--- src/rtl/paddle_scan_pkg.sv ---
package paddle_scan_pkg;
  typedef enum logic [1:0] {
    PH_IDLE    = 2'd0,
    PH_DUMP    = 2'd1,
    PH_MEASURE = 2'd2
  } scan_phase_e;
endpackage

--- src/rtl/paddle_scan_rstsync.sv ---
module paddle_scan_rstsync (
  input  logic clk,
  input  logic rst_n,
  output logic rst_n_sync
);
  logic [1:0] sync_q;

  always_ff @(posedge clk or negedge rst_n) begin
    if (!rst_n) sync_q <= 2'b00;
    else        sync_q <= {sync_q[0], 1'b1};
  end

  assign rst_n_sync = sync_q[1];
endmodule

--- src/rtl/paddle_scan_pace.sv ---
// Step generator: one step per line tick, or one per FAST_DIV clocks.
module paddle_scan_pace #(
  parameter int FAST_DIV = 1
) (
  input  logic clk,
  input  logic rst_n,
  input  logic start,
  input  logic measure,
  input  logic fast_q,
  input  logic line_tick,
  output logic step
);
  localparam int DIV_W = (FAST_DIV > 1) ? $clog2(FAST_DIV) : 1;
  localparam logic [DIV_W-1:0] DIV_LAST = DIV_W'(FAST_DIV - 1);

  logic [DIV_W-1:0] div_q, div_d;
  logic             fast_hit;

  assign fast_hit = (div_q == DIV_LAST);

  always_comb begin
    div_d = div_q;
    if (start)                div_d = '0;
    else if (measure && fast_q)
      div_d = fast_hit ? '0 : div_q + 1'b1;
  end

  always_ff @(posedge clk or negedge rst_n) begin
    if (!rst_n) div_q <= '0;
    else        div_q <= div_d;
  end

  assign step = measure & (fast_q ? fast_hit : line_tick);

  // accurate mode never steps without a line tick
  assert_tick_paced_R5: assert property (@(posedge clk) disable iff (!rst_n)
    (step && !fast_q) |-> line_tick);
endmodule

--- src/rtl/paddle_scan_ctrl.sv ---
// Scan sequencer: discharge window, shared counter, full-scale stop.
module paddle_scan_ctrl
  import paddle_scan_pkg::*;
#(
  parameter int CNT_W      = 8,
  parameter int FULL_COUNT = 228,
  parameter int DUMP_LEN   = 2
) (
  input  logic             clk,
  input  logic             rst_n,
  input  logic             start,
  input  logic             fast_sel,
  input  logic             step,
  output logic             measure,
  output logic             dumping,
  output logic             finish,
  output logic             fast_q,
  output logic [CNT_W-1:0] count
);
  localparam int              DL_W     = $clog2(DUMP_LEN + 1);
  localparam logic [CNT_W-1:0] FULL_VAL = CNT_W'(FULL_COUNT);
  localparam logic [DL_W-1:0]  DUMP_VAL = DL_W'(DUMP_LEN);

  scan_phase_e      phase_q, phase_d;
  logic [DL_W-1:0]  dump_q, dump_d;
  logic [CNT_W-1:0] count_q, count_d;
  logic             fast_d;

  always_comb begin
    phase_d = phase_q;
    dump_d  = dump_q;
    count_d = count_q;
    fast_d  = fast_q;
    if (start) begin
      phase_d = PH_DUMP;
      dump_d  = DUMP_VAL;
      count_d = '0;
      fast_d  = fast_sel;
    end else begin
      unique case (phase_q)
        PH_DUMP: begin
          dump_d = dump_q - 1'b1;
          if (dump_q == DL_W'(1)) phase_d = PH_MEASURE;
        end
        PH_MEASURE: begin
          if (count_q == FULL_VAL) phase_d = PH_IDLE;
          else if (step)           count_d = count_q + 1'b1;
        end
        default: ;
      endcase
    end
  end

  always_ff @(posedge clk or negedge rst_n) begin
    if (!rst_n) begin
      phase_q <= PH_IDLE;
      dump_q  <= '0;
      count_q <= '0;
      fast_q  <= 1'b0;
    end else begin
      phase_q <= phase_d;
      dump_q  <= dump_d;
      count_q <= count_d;
      fast_q  <= fast_d;
    end
  end

  assign count   = count_q;
  assign measure = (phase_q == PH_MEASURE);
  assign dumping = (phase_q == PH_DUMP);
  assign finish  = measure && (count_q == FULL_VAL);

  assert_count_bounded_R7: assert property (@(posedge clk) disable iff (!rst_n)
    count_q <= FULL_VAL);
  assert_start_dumps_R2: assert property (@(posedge clk) disable iff (!rst_n)
    start |=> (dumping && count_q == '0));
  assert_finish_stops_R7: assert property (@(posedge clk) disable iff (!rst_n)
    (finish && !start) |=> (!measure && !dumping));
  assert_count_waits_step_R4: assert property (@(posedge clk) disable iff (!rst_n)
    (measure && !step && !start && !finish) |=> $stable(count_q));
  assert_mode_held_R9: assert property (@(posedge clk) disable iff (!rst_n)
    !start |=> $stable(fast_q));
endmodule

--- src/rtl/paddle_scan_lane.sv ---
// One channel: capture register and busy flag.
module paddle_scan_lane #(
  parameter int CNT_W = 8
) (
  input  logic             clk,
  input  logic             rst_n,
  input  logic             start,
  input  logic             measure,
  input  logic             dumping,
  input  logic             finish,
  input  logic [CNT_W-1:0] count,
  input  logic             pot,
  output logic [CNT_W-1:0] value,
  output logic             busy
);
  logic [CNT_W-1:0] value_q, value_d;
  logic             busy_q, busy_d;
  logic             capture;

  assign capture = busy_q && measure && (pot || finish);

  always_comb begin
    value_d = value_q;
    busy_d  = busy_q;
    if (start) begin
      value_d = '0;
      busy_d  = 1'b1;
    end else if (capture) begin
      value_d = count;
      busy_d  = 1'b0;
    end
  end

  always_ff @(posedge clk or negedge rst_n) begin
    if (!rst_n) begin
      value_q <= '0;
      busy_q  <= 1'b0;
    end else begin
      value_q <= value_d;
      busy_q  <= busy_d;
    end
  end

  assign value = value_q;
  assign busy  = busy_q;

  assert_capture_count_R4: assert property (@(posedge clk) disable iff (!rst_n)
    $fell(busy_q) |-> (value_q == $past(count)));
  assert_dump_ignored_R3: assert property (@(posedge clk) disable iff (!rst_n)
    (dumping && busy_q && !start) |=> busy_q);
  assert_value_held_R8: assert property (@(posedge clk) disable iff (!rst_n)
    (!busy_q && !start) |=> $stable(value_q));
endmodule

--- src/rtl/paddle_scan.sv ---
module paddle_scan #(
  parameter int NUM_CH     = 8,
  parameter int CNT_W      = 8,
  parameter int FULL_COUNT = 228,
  parameter int DUMP_LEN   = 2,
  parameter int FAST_DIV   = 1
) (
  input  logic                    clk,
  input  logic                    rst_n,
  input  logic                    start_wr,
  input  logic                    fast_sel,
  input  logic                    line_tick,
  input  logic [NUM_CH-1:0]       pot_in,
  output logic [NUM_CH*CNT_W-1:0] paddle_values,
  output logic [NUM_CH-1:0]       scan_busy,
  output logic                    dump_caps
);
  logic             rst_n_sync;
  logic             measure, dumping, finish, fast_q, step;
  logic [CNT_W-1:0] count;

  paddle_scan_rstsync u_rst (
    .clk        (clk),
    .rst_n      (rst_n),
    .rst_n_sync (rst_n_sync)
  );

  paddle_scan_ctrl #(
    .CNT_W      (CNT_W),
    .FULL_COUNT (FULL_COUNT),
    .DUMP_LEN   (DUMP_LEN)
  ) u_ctrl (
    .clk      (clk),
    .rst_n    (rst_n_sync),
    .start    (start_wr),
    .fast_sel (fast_sel),
    .step     (step),
    .measure  (measure),
    .dumping  (dumping),
    .finish   (finish),
    .fast_q   (fast_q),
    .count    (count)
  );

  paddle_scan_pace #(
    .FAST_DIV (FAST_DIV)
  ) u_pace (
    .clk       (clk),
    .rst_n     (rst_n_sync),
    .start     (start_wr),
    .measure   (measure),
    .fast_q    (fast_q),
    .line_tick (line_tick),
    .step      (step)
  );

  for (genvar ch = 0; ch < NUM_CH; ch++) begin : g_lane
    paddle_scan_lane #(
      .CNT_W (CNT_W)
    ) u_lane (
      .clk     (clk),
      .rst_n   (rst_n_sync),
      .start   (start_wr),
      .measure (measure),
      .dumping (dumping),
      .finish  (finish),
      .count   (count),
      .pot     (pot_in[ch]),
      .value   (paddle_values[ch*CNT_W +: CNT_W]),
      .busy    (scan_busy[ch])
    );
  end

  assign dump_caps = dumping;

  assert_finish_clears_R7: assert property (@(posedge clk) disable iff (!rst_n_sync)
    (finish && !start_wr) |=> (scan_busy == '0));
  assert_start_all_busy_R2: assert property (@(posedge clk) disable iff (!rst_n_sync)
    start_wr |=> (scan_busy == '1 && paddle_values == '0));
endmodule

--- config.mk ---
export PLATFORM = sky130hd
export DESIGN_NAME = paddle_scan
export DESIGN_NICKNAME = d
export VERILOG_FILES = /design/src/rtl/paddle_scan_pkg.sv /design/src/rtl/paddle_scan_rstsync.sv /design/src/rtl/paddle_scan_pace.sv /design/src/rtl/paddle_scan_ctrl.sv /design/src/rtl/paddle_scan_lane.sv /design/src/rtl/paddle_scan.sv
export SDC_FILE = /design/constraint.sdc
export NUM_CORES = 1
export LEC_CHECK = 0
export ABC_AREA = 0
export BUFFER_PORTS_ARGS = -buffer_cell sky130_fd_sc_hd__buf_4
export CAP_MARGIN = 20
export CORE_MARGIN = 5
export CORE_UTILIZATION = 55
export CTS_CLUSTER_DIAMETER = 40
export DETAILED_ROUTE_END_ITERATION = 10
export MAX_ROUTING_LAYER = met4
export PLACE_DENSITY = 0.8
export SYNTH_ARGS = -nofsm -noshare
export SYNTH_HDL_FRONTEND = slang
export SYNTH_HIERARCHICAL = 1
export SYNTH_SLANG_ARGS = --single-unit
--- constraint.sdc ---
create_clock -name clk -period 3 [get_ports clk]
set_input_delay 0.3 -clock clk [delete_from_list [all_inputs] [get_ports clk]]
set_output_delay 0.3 -clock clk [all_outputs]
set_load 0.01 [all_outputs]
[Word-level counts from Yosys, hierarchy flattened]
Index checks and enable logic that the tools add are counted.
Cells by class
  equal/unequal tests: 7
  reductions and logical operators: 41
  mux-type cells: 46
  bitwise gates (word level): 2
  add/subtract/negate cells: 3
Operators with widths (count)
  $mux 8: 20
  $reduce_bool 2->1: 12
  $mux 1: 20
  $logic_and 1x1->1: 18
  $mux 2: 5
  $add 8x1->8 const B: 1
  $eq 8x8->1 const B: 1
  $logic_or 1x1->1: 8
  $reduce_and 3->1: 2
  $eq 2x1->1 const B: 2
  $pmux 2 s2: 1
  $ne 3x2->1 const B: 1
  $ne 3x3->1 const B: 1
  $reduce_bool 3->1: 1
  $eq 2x2->1 const B: 1
  $ne 2x2->1 const B: 1
  $sub 2x1->2 const B: 1
  $add 1x1->1 const B: 1
  $and 1x1->1: 1
  $not 1->1: 1
Storage, ports and cells
  register bits after elaboration: 88
  word-level logic and storage cells: 121
  output and inout bits: 73
  bits of input ports: 13

[Longest topological paths before layout]
Gate-level depths: netlist (run 1).
  word-level depth: 7
  depth in mapped cells: 7
  mapped depth without buffers: 6

[Modules after synthesis]
Netlist (run 1), hierarchy kept.
Modules (own cells, without submodules)
  paddle_scan_lane: times used 8, sequential area each 225.2 um2, cells an instance 38, area an instance 441.7 um2
  paddle_scan_ctrl: times used 1, sequential area each 325.3 um2, cells an instance 72, area an instance 737.0 um2
  paddle_scan_rstsync: times used 1, sequential area each 50.0 um2, cells an instance 3, area an instance 53.8 um2
  paddle_scan_pace: times used 1, sequential area each 0.0 um2, cells an instance 1, area an instance 7.5 um2

[Worst setup path after synthesis (run 1)]
No wires, ideal clock.
  path kind: reg2reg
  start: register u_ctrl.count_q[0] (netlist: u_ctrl/count[0])
  end: register g_lane[0].u_lane.value_q[0]
  arrival: 1727 ps
  setup time: 123 ps
  buffers on the path: 1
  required time: 2877 ps
  slack: 1150 ps
  stages on the path, launching flop included: 8
  clock period less this slack: 1850 ps
  cells stage by stage: dfrtp_1 inv_1 ha_1 and4_1 and3_1 o211a_1 buf_6 mux2i_1
Between the ends
  cells in the longest elaborated chain, start to end: 5
  elaborated cells between the ends (all ways): 7
  those cells by class: 1 x eq/ne; 2 x mux; 4 x reduce/logical
Ends and longest elaborated chain
  from (decl): RTL line paddle_scan_ctrl.sv:26  | logic [CNT_W-1:0] count_q, count_d;
  from (signal assigned): RTL line paddle_scan_ctrl.sv:63  | count_q <= count_d;
  $eq 8x8->1: RTL line paddle_scan_ctrl.sv:71  | assign finish = measure && (count_q == FULL_VAL);
  $logic_and 1x1->1: RTL line paddle_scan_ctrl.sv:71
  named net finish: RTL line paddle_scan.sv:19  | logic measure, dumping, finish, fast_q, step;
  $logic_or 1x1->1: RTL line paddle_scan_lane.sv:20  | assign capture = busy_q && measure && (pot || finish);
  $logic_and 1x1->1: RTL line paddle_scan_lane.sv:20
  $reduce_bool 2->1 (no source line)
  to (signal assigned): RTL line paddle_scan_lane.sv:39  | value_q <= value_d;
  to (decl): RTL line paddle_scan_lane.sv:16  | logic [CNT_W-1:0] value_q, value_d;
The timed path passes the listed nets, and every way through them passes these cells. The select of a mux whose other input is x is not followed.
A chain may end at the register's enable or synchronous reset.

[Worst setup path in the final report (run 1)]
  start: register u_ctrl.count_q[7] (netlist: u_ctrl/count[7])
  end: register g_lane[4].u_lane.value_q[6]
Between the ends
  cells in the longest elaborated chain, start to end: 5
Ends and longest elaborated chain (RTL line)
  $eq 8x8->1: paddle_scan_ctrl.sv:71
  $logic_and 1x1->1: paddle_scan_ctrl.sv:71
  named net finish: paddle_scan.sv:19
  $logic_or 1x1->1: paddle_scan_lane.sv:20
  $logic_and 1x1->1: paddle_scan_lane.sv:20
  $reduce_bool 2->1 (no source line)
  to (signal assigned): paddle_scan_lane.sv:39
  to (decl): paddle_scan_lane.sv:16
The timed path passes the listed nets, and every way through them passes these cells.

==> impl_results.md, run 1 <==
* Mux cell area share after synthesis at 16.6%
* Diodes inserted at 0
* Pleak at 0.00243 uW
* Vias in the first global route at 3091
* Syn Std Cell Area at 0.00433 sq mm
* Simple-Gate Fraction of Synth Area at 23.1%
* RSZ-0062 raised after global routing: false
* Vias/cell at 5.14
* Post-route clock skew at 0.0110 ns
* Compound-cell area share of the yosys netlist at 4.97%
* CP Capture Type: register
* Longest Clk Path Bufs at 2
* Final instance area at 0.00528 sq mm
* Fin crit share at 80.2%
* Final HPWL from detailed placement at 5.94 mm
* CP Max Fanout at 11
* Power per cell area at 419 mW/mm^2
* Clock-pin slew of the registers on the worst-case setup and hold paths at 0.09 ns
* CP Launch Type: register
* Post-Synthesis Cells at 380
* Buffer count from post-CTS setup fixing at 0
* Setup slack, reg-to-reg at 0.59 ns
* DRC violation count after routing at 0
* CTS buffer count at 9
* Hold Fails Final Rpt at 0
* Antenna violations before repair at 0
* Placed Cells incl. Taps at 556
* Pwr Total at 2210 uW
* WL final at 9.60 mm
* Main combinational cell family by area after synthesis: simple AND/OR/NAND/NOR gates
* Depth of the CTS H-tree at 3
* Post-place instance area at 0.00502 sq mm
* Total number of yosys warnings at 6
* Required time worst endpoint at 3.26 ns
* Post-synthesis xor/xnor area fraction at 0.202%
* Vias at 2953
* Worst flop-to-flop path endpoint: g_lane[4].u_lane/value[6]$_DFFE_PN0P_
* Pins over their slew limit at 0
* Routed Antenna Nets at 0
* Worst skew pair latency at 0.35 ns
* Clock root cell: clkbuf_8
* Tot GR Track Use at 21.5%
* Synth Area in Adders at 0.867%
* R2R cell count at 4
* Mean Syn Cell Area at 11.4 sq um
* Tightest Hold Check Type: register to async pin
* GP Congestion at 0.756
* Core Box Area at 0.00769 sq mm
* Worst vdd ir at 0.372 mV
* Final setup viols at 0
* Max-Cap Viols at 0
* Final core occ at 68.7%
* Synthesis-stage register bit count at 87
* Mapped Nets at 396
* Layout cells sized above 1 at 23.9%
* Clock sink count at 87
* Setup TNS at 0 ns
* Seq/Total Area, Yosys at 50.3%
* Cell Rows at 32
* Initial Utilization at 56.3%
* CP arrival at 2.67 ns
* Non-Filler Instances at 575
* Worst setup endpoint: g_lane[4].u_lane/value[6]$_DFFE_PN0P_
* Critical Path Start: u_ctrl/count[7]$_DFFE_PN0P_
* Fill count at 611
* NumNets Final at 484
* DRC violation total after the first TritonRoute iteration at 148
* Reg-to-Reg Start: u_ctrl/count[7]$_DFFE_PN0P_
* Ports at 86
* P&R area growth vs syn at 21.9%
* Grt ovf at 0
* Crit path time final at 2.41 ns
* Drt wl/cell at 16.7 microns
* Global-route wire length before repair at 16.2 mm
* Max Freq at 416 MHz
* Largest net degree at the start of global routing at 156
* Commonest non-fill, non-tap cell in the layout: nand2b_1
* Kind of critical path: register to register
* Netlist cell types at 34
* Die width at 98.7 microns
* Die ar. at 0.00975 sq mm
* Die span in y at 98.7 microns
* Drt pass-1 iters at 4
* Status: finished, final reports clean
* CTS tree: done
* Most frequent cells in the layout: 131 x nand2b_1, 92 x buf_4, 86 x dfrtp_1
* IO buf count at 85
## state kept, by name, indices dropped and copies added (netlist names)
name and cells:
u_ctrl/dump_q 2, u_ctrl/phase_q 2, u_ctrl/fast_q 1, g_lane.u_lane/value 64, g_lane.u_lane/busy 8, u_rst/sync_q 2, u_ctrl/count 8
## logic make-up after synthesis
| logic type | count (synthesis) |
|---|---|
| simple gates | 161 |
| mux | 71 |
| fa+ha+maj | 3 |
| xor+xnor | 1 |
| flops | 87 |
| buf+inv | 29 |
| other cells | 1 |
| compound gates | 27 |
## layout make-up
cell class / instances / area, sq um / area share, %
clock inverters: 6 / 61.3 / 1.16
well taps: 102 / 128 / 2.42
flip-flops and latches: 87 / 2180 / 41.3
repair buffers: 95 / 756 / 14.3
multi-input cells: 264 / 1980 / 37.6
inverters: 11 / 41.3 / 0.782
clock buffers: 10 / 128 / 2.42
## stage by stage
stage / hold slack [ns] / setup WS (ns)
6_report: 0.169 / 0.594
3_3_place_gp: 0.0817 / 0.777
3_5_place_dp: 0.0838 / 0.668
2_1_floorplan: 0.00441 / 0.397
4_1_cts: 0.171 / 0.605
5_1_grt: 0.166 / 0.447
## critical path: stages (launching register included)
cell     delay, ns
dfrtp_1       0.66
nor3b_2       0.36
and3_1        0.48
o211a_1       0.51
mux2i_1       0.30
## where the power goes
part           switching (uW)  leakage (uW)  internal [uW]
Clock                     413     0.0000960            382
Sequential               24.3       0.00116           1200
Combinational            94.4       0.00118            103
## how the worst min path moves through the flow
| stage | start | endpoint | slack, ns | cells after the start |
|---|---|---|---|---|
| after floorplan | rst_n | u_rst/sync_q[0]$_DFF_PN0_ | 0.004 | 0 |
| after global placement | rst_n | u_rst/sync_q[0]$_DFF_PN0_ | 0.08 | 1 |
| after detailed placement | rst_n | u_rst/sync_q[0]$_DFF_PN0_ | 0.08 | 1 |
| after CTS | fast_sel | u_ctrl/fast_q$_DFFE_PN0P_ | 0.17 | 2 |
| after global routing | fast_sel | u_ctrl/fast_q$_DFFE_PN0P_ | 0.17 | 2 |
| final | u_rst/sync_q[1]$_DFF_PN0_ | g_lane[4].u_lane/value[3]$_DFFE_PN0P_ | 0.17 | 0 |
## routing by layer
layer	vias to the layer above	routed length [microns]	part of all wire [%]	global-route usage, %
li1	1427	-	-	-
met5	-	0	0	-
met1	1441	4340	45	28.1
met2	74	4610	48	34.0
met4	0	142	1.5	7.77
met3	11	511	5.3	3.47
## timing repair
| action | CTS | global route |
|---|---|---|
| endpoints found under the hold margin | 2 | 0 |
| hold buffers | 1 | 0 |
| setup endpoints to repair | 0 | 0 |
| gates resized for setup | 0 | 0 |
## synth_stat cells
| library cell | count | area (sq um) |
|---|---|---|
| nand3_1 | 4 | 20.0 |
| a211oi_1 | 1 | 7.51 |
| a21o_1 | 1 | 7.51 |
| mux2_1 | 5 | 56.3 |
| inv_1 | 11 | 41.3 |
| o211a_1 | 8 | 80.1 |
| clkbuf_1 | 8 | 30.0 |
| a211o_1 | 1 | 8.76 |
| nor2b_1 | 5 | 31.3 |
| dfrtp_1 | 87 | 2180 |
| nand3b_4 | 1 | 20.0 |
| nor4_1 | 1 | 6.26 |
| or4_1 | 1 | 7.51 |
| mux2_2 | 1 | 11.3 |
| buf_2 | 1 | 5.00 |
| o31ai_1 | 1 | 7.51 |
| and4b_1 | 1 | 10.0 |
| a31oi_1 | 1 | 6.26 |
| nor3b_2 | 1 | 12.5 |
| o21a_1 | 2 | 15.0 |
| mux2i_1 | 65 | 651 |
| a21oi_1 | 3 | 15.0 |
| buf_1 | 1 | 3.75 |
| nor2_1 | 9 | 33.8 |
| xnor2_1 | 1 | 8.76 |
| and3_1 | 2 | 12.5 |
| nand2b_1 | 131 | 820 |
| ha_1 | 3 | 37.5 |
| nand2_1 | 3 | 11.3 |
| and2b_1 | 1 | 7.51 |
| buf_6 | 8 | 90.1 |
| conb_1 | 1 | 3.75 |
| o21bai_1 | 9 | 67.6 |
| and4_1 | 1 | 8.76 |
(Power assumes the default switching activity.)
==> run 2, diff against run 1 <==
CORE_UTILIZATION = 50   (was 55)
PLACE_DENSITY = 0.76   (was 0.8)
clock period = 2 ns   (was 3 ns; I/O delays follow)
==> impl_results.md, run 2 (synthesis gave the netlist of run 1 again) <==
* Status: finished, final reports clean
* Pins over their slew limit at 0 (unchanged)
* Slew @ Worst Pin at 0.734 ns
* Max-Cap Viols at 0 (unchanged)
* P&R area growth vs syn at 24.4%
* Crit path buffers/inverters at 0 (unchanged)
* CP Capture Type: register
* WL final at 9.92 mm (+3.3%)
* Non-Filler Instances at 587 (+2.1%)
* CTS buffer count at 9 (unchanged)
* Worst vdd ir at 0.414 mV (+11%)
* Placed Cells incl. Taps at 570 (+2.5%)
* Clock-pin slew of the registers on the worst-case setup and hold paths at 0.08 ns (about the same)
* Tightest Hold Check Type: input port to register
* Crit path max-delay cell type: dfrtp_1
* Tot GR Track Use at 20.0% (-1.4 points)
* Vias/cell at 5.09 (-0.95%)
* Final HPWL from detailed placement at 6.34 mm (+6.7%)
* IO buf count at 85 (unchanged)
* Antenna violations before repair at 0 (unchanged)
* Worst path max stage delay at 0.44 ns (-0.22 ns)
* Clock group share of total power at 35.7% (-0.2 points)
* Largest net degree at the start of global routing at 100 (-36%)
* Clock sink count at 87 (unchanged)
* Pleak at 0.00241 uW (-1.0%)
* Buffer count from post-CTS setup fixing at 0 (unchanged)
* Die width at 103 microns (+4.4%)
* Crit path time final at 1.84 ns (-0.568 ns)
* Layout cells sized above 1 at 26.7% (+2.8 points)
* Clock root cell: clkbuf_8
* Ports at 86 (unchanged)
* Drt wl/cell at 16.9 microns (+1.2%)
* DRC violation count after routing at 0 (unchanged)
* Longest Clk Path Bufs at 2 (unchanged)
* Depth of the CTS H-tree at 3 (unchanged)
* Max Freq at 544 MHz (+31%)
* Max reg flops at 64 (unchanged)
* CTS tree: done
* Sequential Power Share at 55.2% (about the same)
* Post-route clock skew at 0.0108 ns (-0.000187 ns)
* CP top delay family: simple AND/OR/NAND/NOR gates
* Initial Utilization at 50.4% (-5.9 points)
* Vias in the first global route at 3113 (+0.71%)
* Internal power consumption at 2540 uW (+51%)
* Core Box Area at 0.00859 sq mm (+12%)
* Max-slew headroom at 51.0%
* Worst Setup Slack, final at 0.162 ns (-0.432 ns)
* Power per cell area at 616 mW/mm^2 (+47%)
* Vias at 2986 (+1.1%)
* Drt pass-1 iters at 4 (unchanged)
* Die span in y at 103 microns (+4.4%)
* Required time worst endpoint at 2.23 ns (-1.03 ns)
* Routed Antenna Nets at 0 (unchanged)
* Commonest non-fill, non-tap cell in the layout: nand2b_1
* RSZ-0062 raised after global routing: false
* CP arrival at 2.06 ns (-0.61 ns)
* Crit-path cells: nor2b_1 > o21a_1 > nand3b_4 > nor4_1 > mux2_1
* Sw Pwr at 778 uW (+46%)
* Final setup viols at 0 (unchanged)
* Cell Rows at 34 (+6.3%)
* Most frequent cells in the layout: 131 x nand2b_1, 98 x buf_4, 86 x dfrtp_1
* CP Launch Type: register
* Worst slack at placement at -0.0379 ns (-0.706 ns)
* Combinational power share at 9.0% (about the same)
* NumNets Final at 490 (+1.2%)
* GP Congestion at 0.827 (+9.4%)
* Kind of critical path: register to register
* Grt ovf at 0 (unchanged)
* DRC violation total after the first TritonRoute iteration at 158 (+6.8%)
* Global-route wire length before repair at 15.9 mm (-1.8%)
* Worst skew pair latency at 0.35 ns (about the same)
* Sw Share at 23.4% (-0.59 points)
* Fin crit share at 91.9% (+12 points)
* Die ar. at 0.0106 sq mm (+9.0%)
* Hold Fails Final Rpt at 0 (unchanged)
* CP Max Fanout at 7 (-4)
* Diodes inserted at 0 (unchanged)
==> run 2: final timing paths <==
| path | depth (start not counted) | to | start | slack (ns) |
|---|---|---|---|---|
| hold reg to reg | 0 | u_ctrl/phase_q[1]$_DFFE_PN0P_ | u_rst/sync_q[1]$_DFF_PN0_ | 0.29 |
| min in group asynchronous | 2 | u_rst/sync_q[1]$_DFF_PN0_ | rst_n | 0.16 |
| setup / recovery | 5 | u_ctrl/count[7]$_DFFE_PN0P_ | u_ctrl/phase_q[0]$_DFFE_PN0P_ | 0.16 |
| setup reg to reg | 5 | u_ctrl/count[7]$_DFFE_PN0P_ | u_ctrl/phase_q[0]$_DFFE_PN0P_ | 0.16 |
| max in group asynchronous | 1 | g_lane[3].u_lane/busy$_DFFE_PN0P_ | u_rst/sync_q[1]$_DFF_PN0_ | 1.08 |
| hold / removal | 2 | u_ctrl/fast_q$_DFFE_PN0P_ | fast_sel | 0.08 |
==> run 2: worst register-to-register path, delay by kind of cell (launching register included) <==
| family | cells | cell delay, ns |
|---|---|---|
| simple gates | 3 | 0.70 |
| flops | 1 | 0.44 |
| mux | 1 | 0.36 |
| compound gates | 1 | 0.23 |
==> run 2: what timing repair did <==
action / 4_1_cts / 5_1_grt
setup endpoints to repair: 44 / 67
endpoints found under the hold margin: 2 / 0
gates resized for setup: 8 / 9
hold buffers: 1 / 0
gates cloned: 0 / 0
==> run 2: per-layer routing <==
layer  share of wire [%]  global-route usage [%]  wire length (microns)  vias to the layer above
met5                   0                       -                      0                        -
met1                  43                    26.5                   4300                     1460
met3                 6.6                    2.64                    655                        5
met4                0.51                    5.68                     51                        0
met2                  49                    32.5                   4910                       79
li1                    -                       -                      -                     1442
==> run 2: power by group through the flow <==
stage	clock (uW)	combinational, uW	sequential, uW
after global placement	0	291	1870
after CTS	1210	299	1830
after detailed placement	0	296	1870
after global routing	1300	331	1840
final	1190	300	1830
after floorplan	0	187	1880
==> run 2: final cells by class <==
class                      instances  area, sq um
sequential                        87         2180
fill                             724         3210
clock inverter                     2         12.5
multi-input combinational        264         2050
clock buffer                      14          183
tap                              108          135
timing repair buffer             101          786
inverter                          11         41.3
==> run 2: per-stage QoR <==
step / area [sq um] / total power [uW] / TNS [ns] / hold slack, ns / util (%)
3_5_place_dp: 5120 / 2170 / -0.149 / -0.0160 / 59.6
6_report: 5390 / 3320 / 0 / 0.0846 / 62.7
5_1_grt: 5390 / 3480 / 0 / 0.0848 / 62.7
3_3_place_gp: 5120 / 2160 / 0 / -0.0170 / 59.6
4_1_cts: 5320 / 3340 / 0 / 0.0753 / 61.9
2_1_floorplan: 4330 / 2070 / 0 / -0.0956 / -
==> run 3, diff against run 2 <==
CORE_UTILIZATION = 49   (was 50)
SYNTH_HIERARCHICAL = not set   (was 1)
==> impl_results.md, run 3 <==
* Die span in y at 102 microns (-1.5%)
* Tightest Hold Check Type: input port to register
* Synth Area in Adders at 0.915% (+0.048 points)
* Diodes inserted at 0 (unchanged)
* Grt ovf at 0 (unchanged)
* Longest Clk Path Bufs at 2 (unchanged)
* Layout cells sized above 1 at 30.5% (+3.8 points)
* Die ar. at 0.0103 sq mm (-3.0%)
* Drt pass-1 iters at 4 (unchanged)
* Mean Syn Cell Area at 12.2 sq um (+6.8%)
* Crit path max-delay cell type: dfrtp_1
* Syn Std Cell Area at 0.00410 sq mm (-5.3%)
* Core Box Area at 0.00818 sq mm (-4.9%)
* Ports at 86 (unchanged)
* Tot GR Track Use at 20.3% (+0.29 points)
* Worst vdd ir at 0.550 mV (+33%)
* WL final at 9.44 mm (-4.8%)
* CP top delay family: flip-flops
* RSZ-0062 raised after global routing: false
* Global-route wire length before repair at 15.5 mm (-2.8%)
* CP arrival at 2.04 ns (-0.02 ns)
* Post-Synthesis Cells at 337 (-11%)
* Commonest non-fill, non-tap cell in the layout: buf_4
* Hold Fails Final Rpt at 0 (unchanged)
* CP Launch Type: register
* Max reg flops at 64 (unchanged)
* Post-synth EDFFs at 0 (unchanged)
* Slew @ Worst Pin at 0.682 ns (-0.0520 ns)
* Pleak at 0.00257 uW (+6.6%)
* Synth area leaders: dfrtp_1 53%, mux2i_1 16%, nand2b_1 11%, o211ai_4 3.1%, a21o_1 1.6%
* DRC violation total after the first TritonRoute iteration at 84 (-47%)
* Vias in the first global route at 2847 (-8.5%)
* Setup TNS at 0 ns (unchanged)
* Crit path buffers/inverters at 2 (+2)
* Kind of critical path: register to register
* Compound-cell area share of the yosys netlist at 9.21% (+4.2 points)
* Clock-pin slew of the registers on the worst-case setup and hold paths at 0.09 ns (about the same)
* FFs w/ async S/R, synth at 100% (unchanged)
* Mapped Nets at 353 (-11%)
* CTS buffer count at 9 (unchanged)
* Clock root cell: clkbuf_8
* Clock sink count at 87 (unchanged)
* Commonest cells in the netlist: 87 x dfrtp_1, 73 x nand2b_1, 65 x mux2i_1
* IO buf count at 85 (unchanged)
* CP Capture Type: register
* Most frequent cells in the layout: 95 x buf_4, 86 x dfrtp_1, 73 x nand2b_1
* Max-Cap Viols at 0 (unchanged)
* Cell Rows at 33 (-2.9%)
* Pins over their slew limit at 0 (unchanged)
* CP Max Fanout at 10 (+3)
* Fill count at 630 (-13%)
* Most common cell in the netlist: dfrtp_1
* NumNets Final at 431 (-12%)
* Critical Path Start: u_ctrl.count[0]$_DFFE_PN0P_
* CTS tree: done
* Vias at 2748 (-8.0%)
* Total number of yosys warnings at 0 (-6)
* Depth of the CTS H-tree at 3 (unchanged)
* Mux cell area share after synthesis at 16.1% (-0.45 points)
* GP Congestion at 0.887 (+7.3%)
* Synth top area share at 53.0% (+2.8 points)
* Worst skew pair latency at 0.36 ns (about the same)
* Area leader, netlist: dfrtp_1
* Status: finished, final reports clean
* Synthesis-stage register bit count at 87 (unchanged)
* Die width at 102 microns (-1.5%)
* Pwr Total at 3420 uW (+3.0%)
* Fin crit share at 91.5% (-0.37 points)
* Final HPWL from detailed placement at 6.58 mm (+3.8%)
* Post-route clock skew at 0.0186 ns (+0.00783 ns)
* Final setup viols at 0 (unchanged)
* Simple-Gate Fraction of Synth Area at 15.2% (-8.0 points)
* Largest net degree at the start of global routing at 41 (-59%)
* Main combinational cell family by area after synthesis: multiplexers
* Routed Antenna Nets at 0 (unchanged)
* Required time worst endpoint at 2.21 ns (-0.02 ns)
* Crit-path cells: inv_1 > ha_1 > nand3_1 > nor4_4 > buf_6 > o211ai_4 > mux2i_1
* Max-slew headroom at 54.1% (+3.0 points)
* Power per cell area at 683 mW/mm^2 (+11%)
* Antenna violations before repair at 0 (unchanged)
* DRC violation count after routing at 0 (unchanged)
* Netlist cell types at 42 (+24%)
* Seq/Total Area, Yosys at 53.0% (+2.8 points)
* Max Freq at 546 MHz (+0.41%)
* Min-delay src: fast_sel
* Reg-to-Reg Start: u_ctrl.count[0]$_DFFE_PN0P_
* P&R area growth vs syn at 21.9%
* Vias/cell at 5.23 (+2.9%)
* Top FF cell, synth: dfrtp_1
* Initial Utilization at 50.2% (-0.21 points)
* Worst path max stage delay at 0.44 ns (about the same)
* Drt wl/cell at 18.0 microns (+6.4%)
* Post-synthesis xor/xnor area fraction at 0.640% (+0.44 points)
* Crit path time final at 1.83 ns (-0.00750 ns)
[run 3: worst paths after layout]
kind	depth (start not counted)	endpoint	slack, ns
max	7	g_lane[0].u_lane.value[0]$_DFFE_PN0P_	0.17
max in group asynchronous	1	g_lane[4].u_lane.value[6]$_DFFE_PN0P_	1.13
min in group asynchronous	2	u_rst.sync_q[1]$_DFF_PN0_	0.15
max reg2reg	7	g_lane[0].u_lane.value[0]$_DFFE_PN0P_	0.17
min reg2reg	0	g_lane[2].u_lane.value[7]$_DFFE_PN0P_	0.30
min	2	u_ctrl.fast_q$_DFFE_PN0P_	0.08
[run 3: through the flow]
step	utilization (%)	setup slack, ns	hold slack (ns)	instance area [sq um]	std cells
after floorplan	-	0.326	-0.0956	4110	337
after global placement	58.6	0.190	-0.0176	4790	508
after detailed placement	58.6	0.121	-0.0172	4790	508
after CTS	61.2	0.111	0.0677	5000	525
after global routing	61.2	0.0254	0.0672	5000	525
final	61.2	0.170	0.0788	5000	525
[run 3: cells by family after synthesis]
family / Yosys count
compound gates: 41
simple gates: 102
mux: 66
buf+inv: 34
fa+ha+maj: 3
flops: 87
other cells: 1
xor+xnor: 3
[run 3: power by group]
part,leakage [uW],total [uW],internal (uW),switching [uW]
combinational,0.00132,338,165,172
clock,0.0000904,1230,584,646
sequential,0.00116,1850,1800,51.3
total,0.00257,3420,2550,869
[run 3: final cells by class]
type / instances / area [sq um] / share of cell area (%)
flip-flops and latches: 87 / 2180 / 43.6
well taps: 105 / 131 / 2.63
inverters: 3 / 11.3 / 0.225
repair buffers: 98 / 754 / 15.1
clock buffers: 10 / 128 / 2.55
clock inverters: 6 / 68.8 / 1.38
multi-input cells: 216 / 1730 / 34.6
[run 3: layer usage]
metal	share of wire, %	global-route usage [%]
met1	44	26.2
met2	50	33.0
met3	5.0	3.37
met4	1.3	6.13
met5	0	-
[run 3: repair_timing]
item	in CTS	in global routing
hold buffers	1	0
endpoints found under the setup margin	0	7
setup buffers	0	0
hold endpoints to repair	2	0
resized for setup	0	1
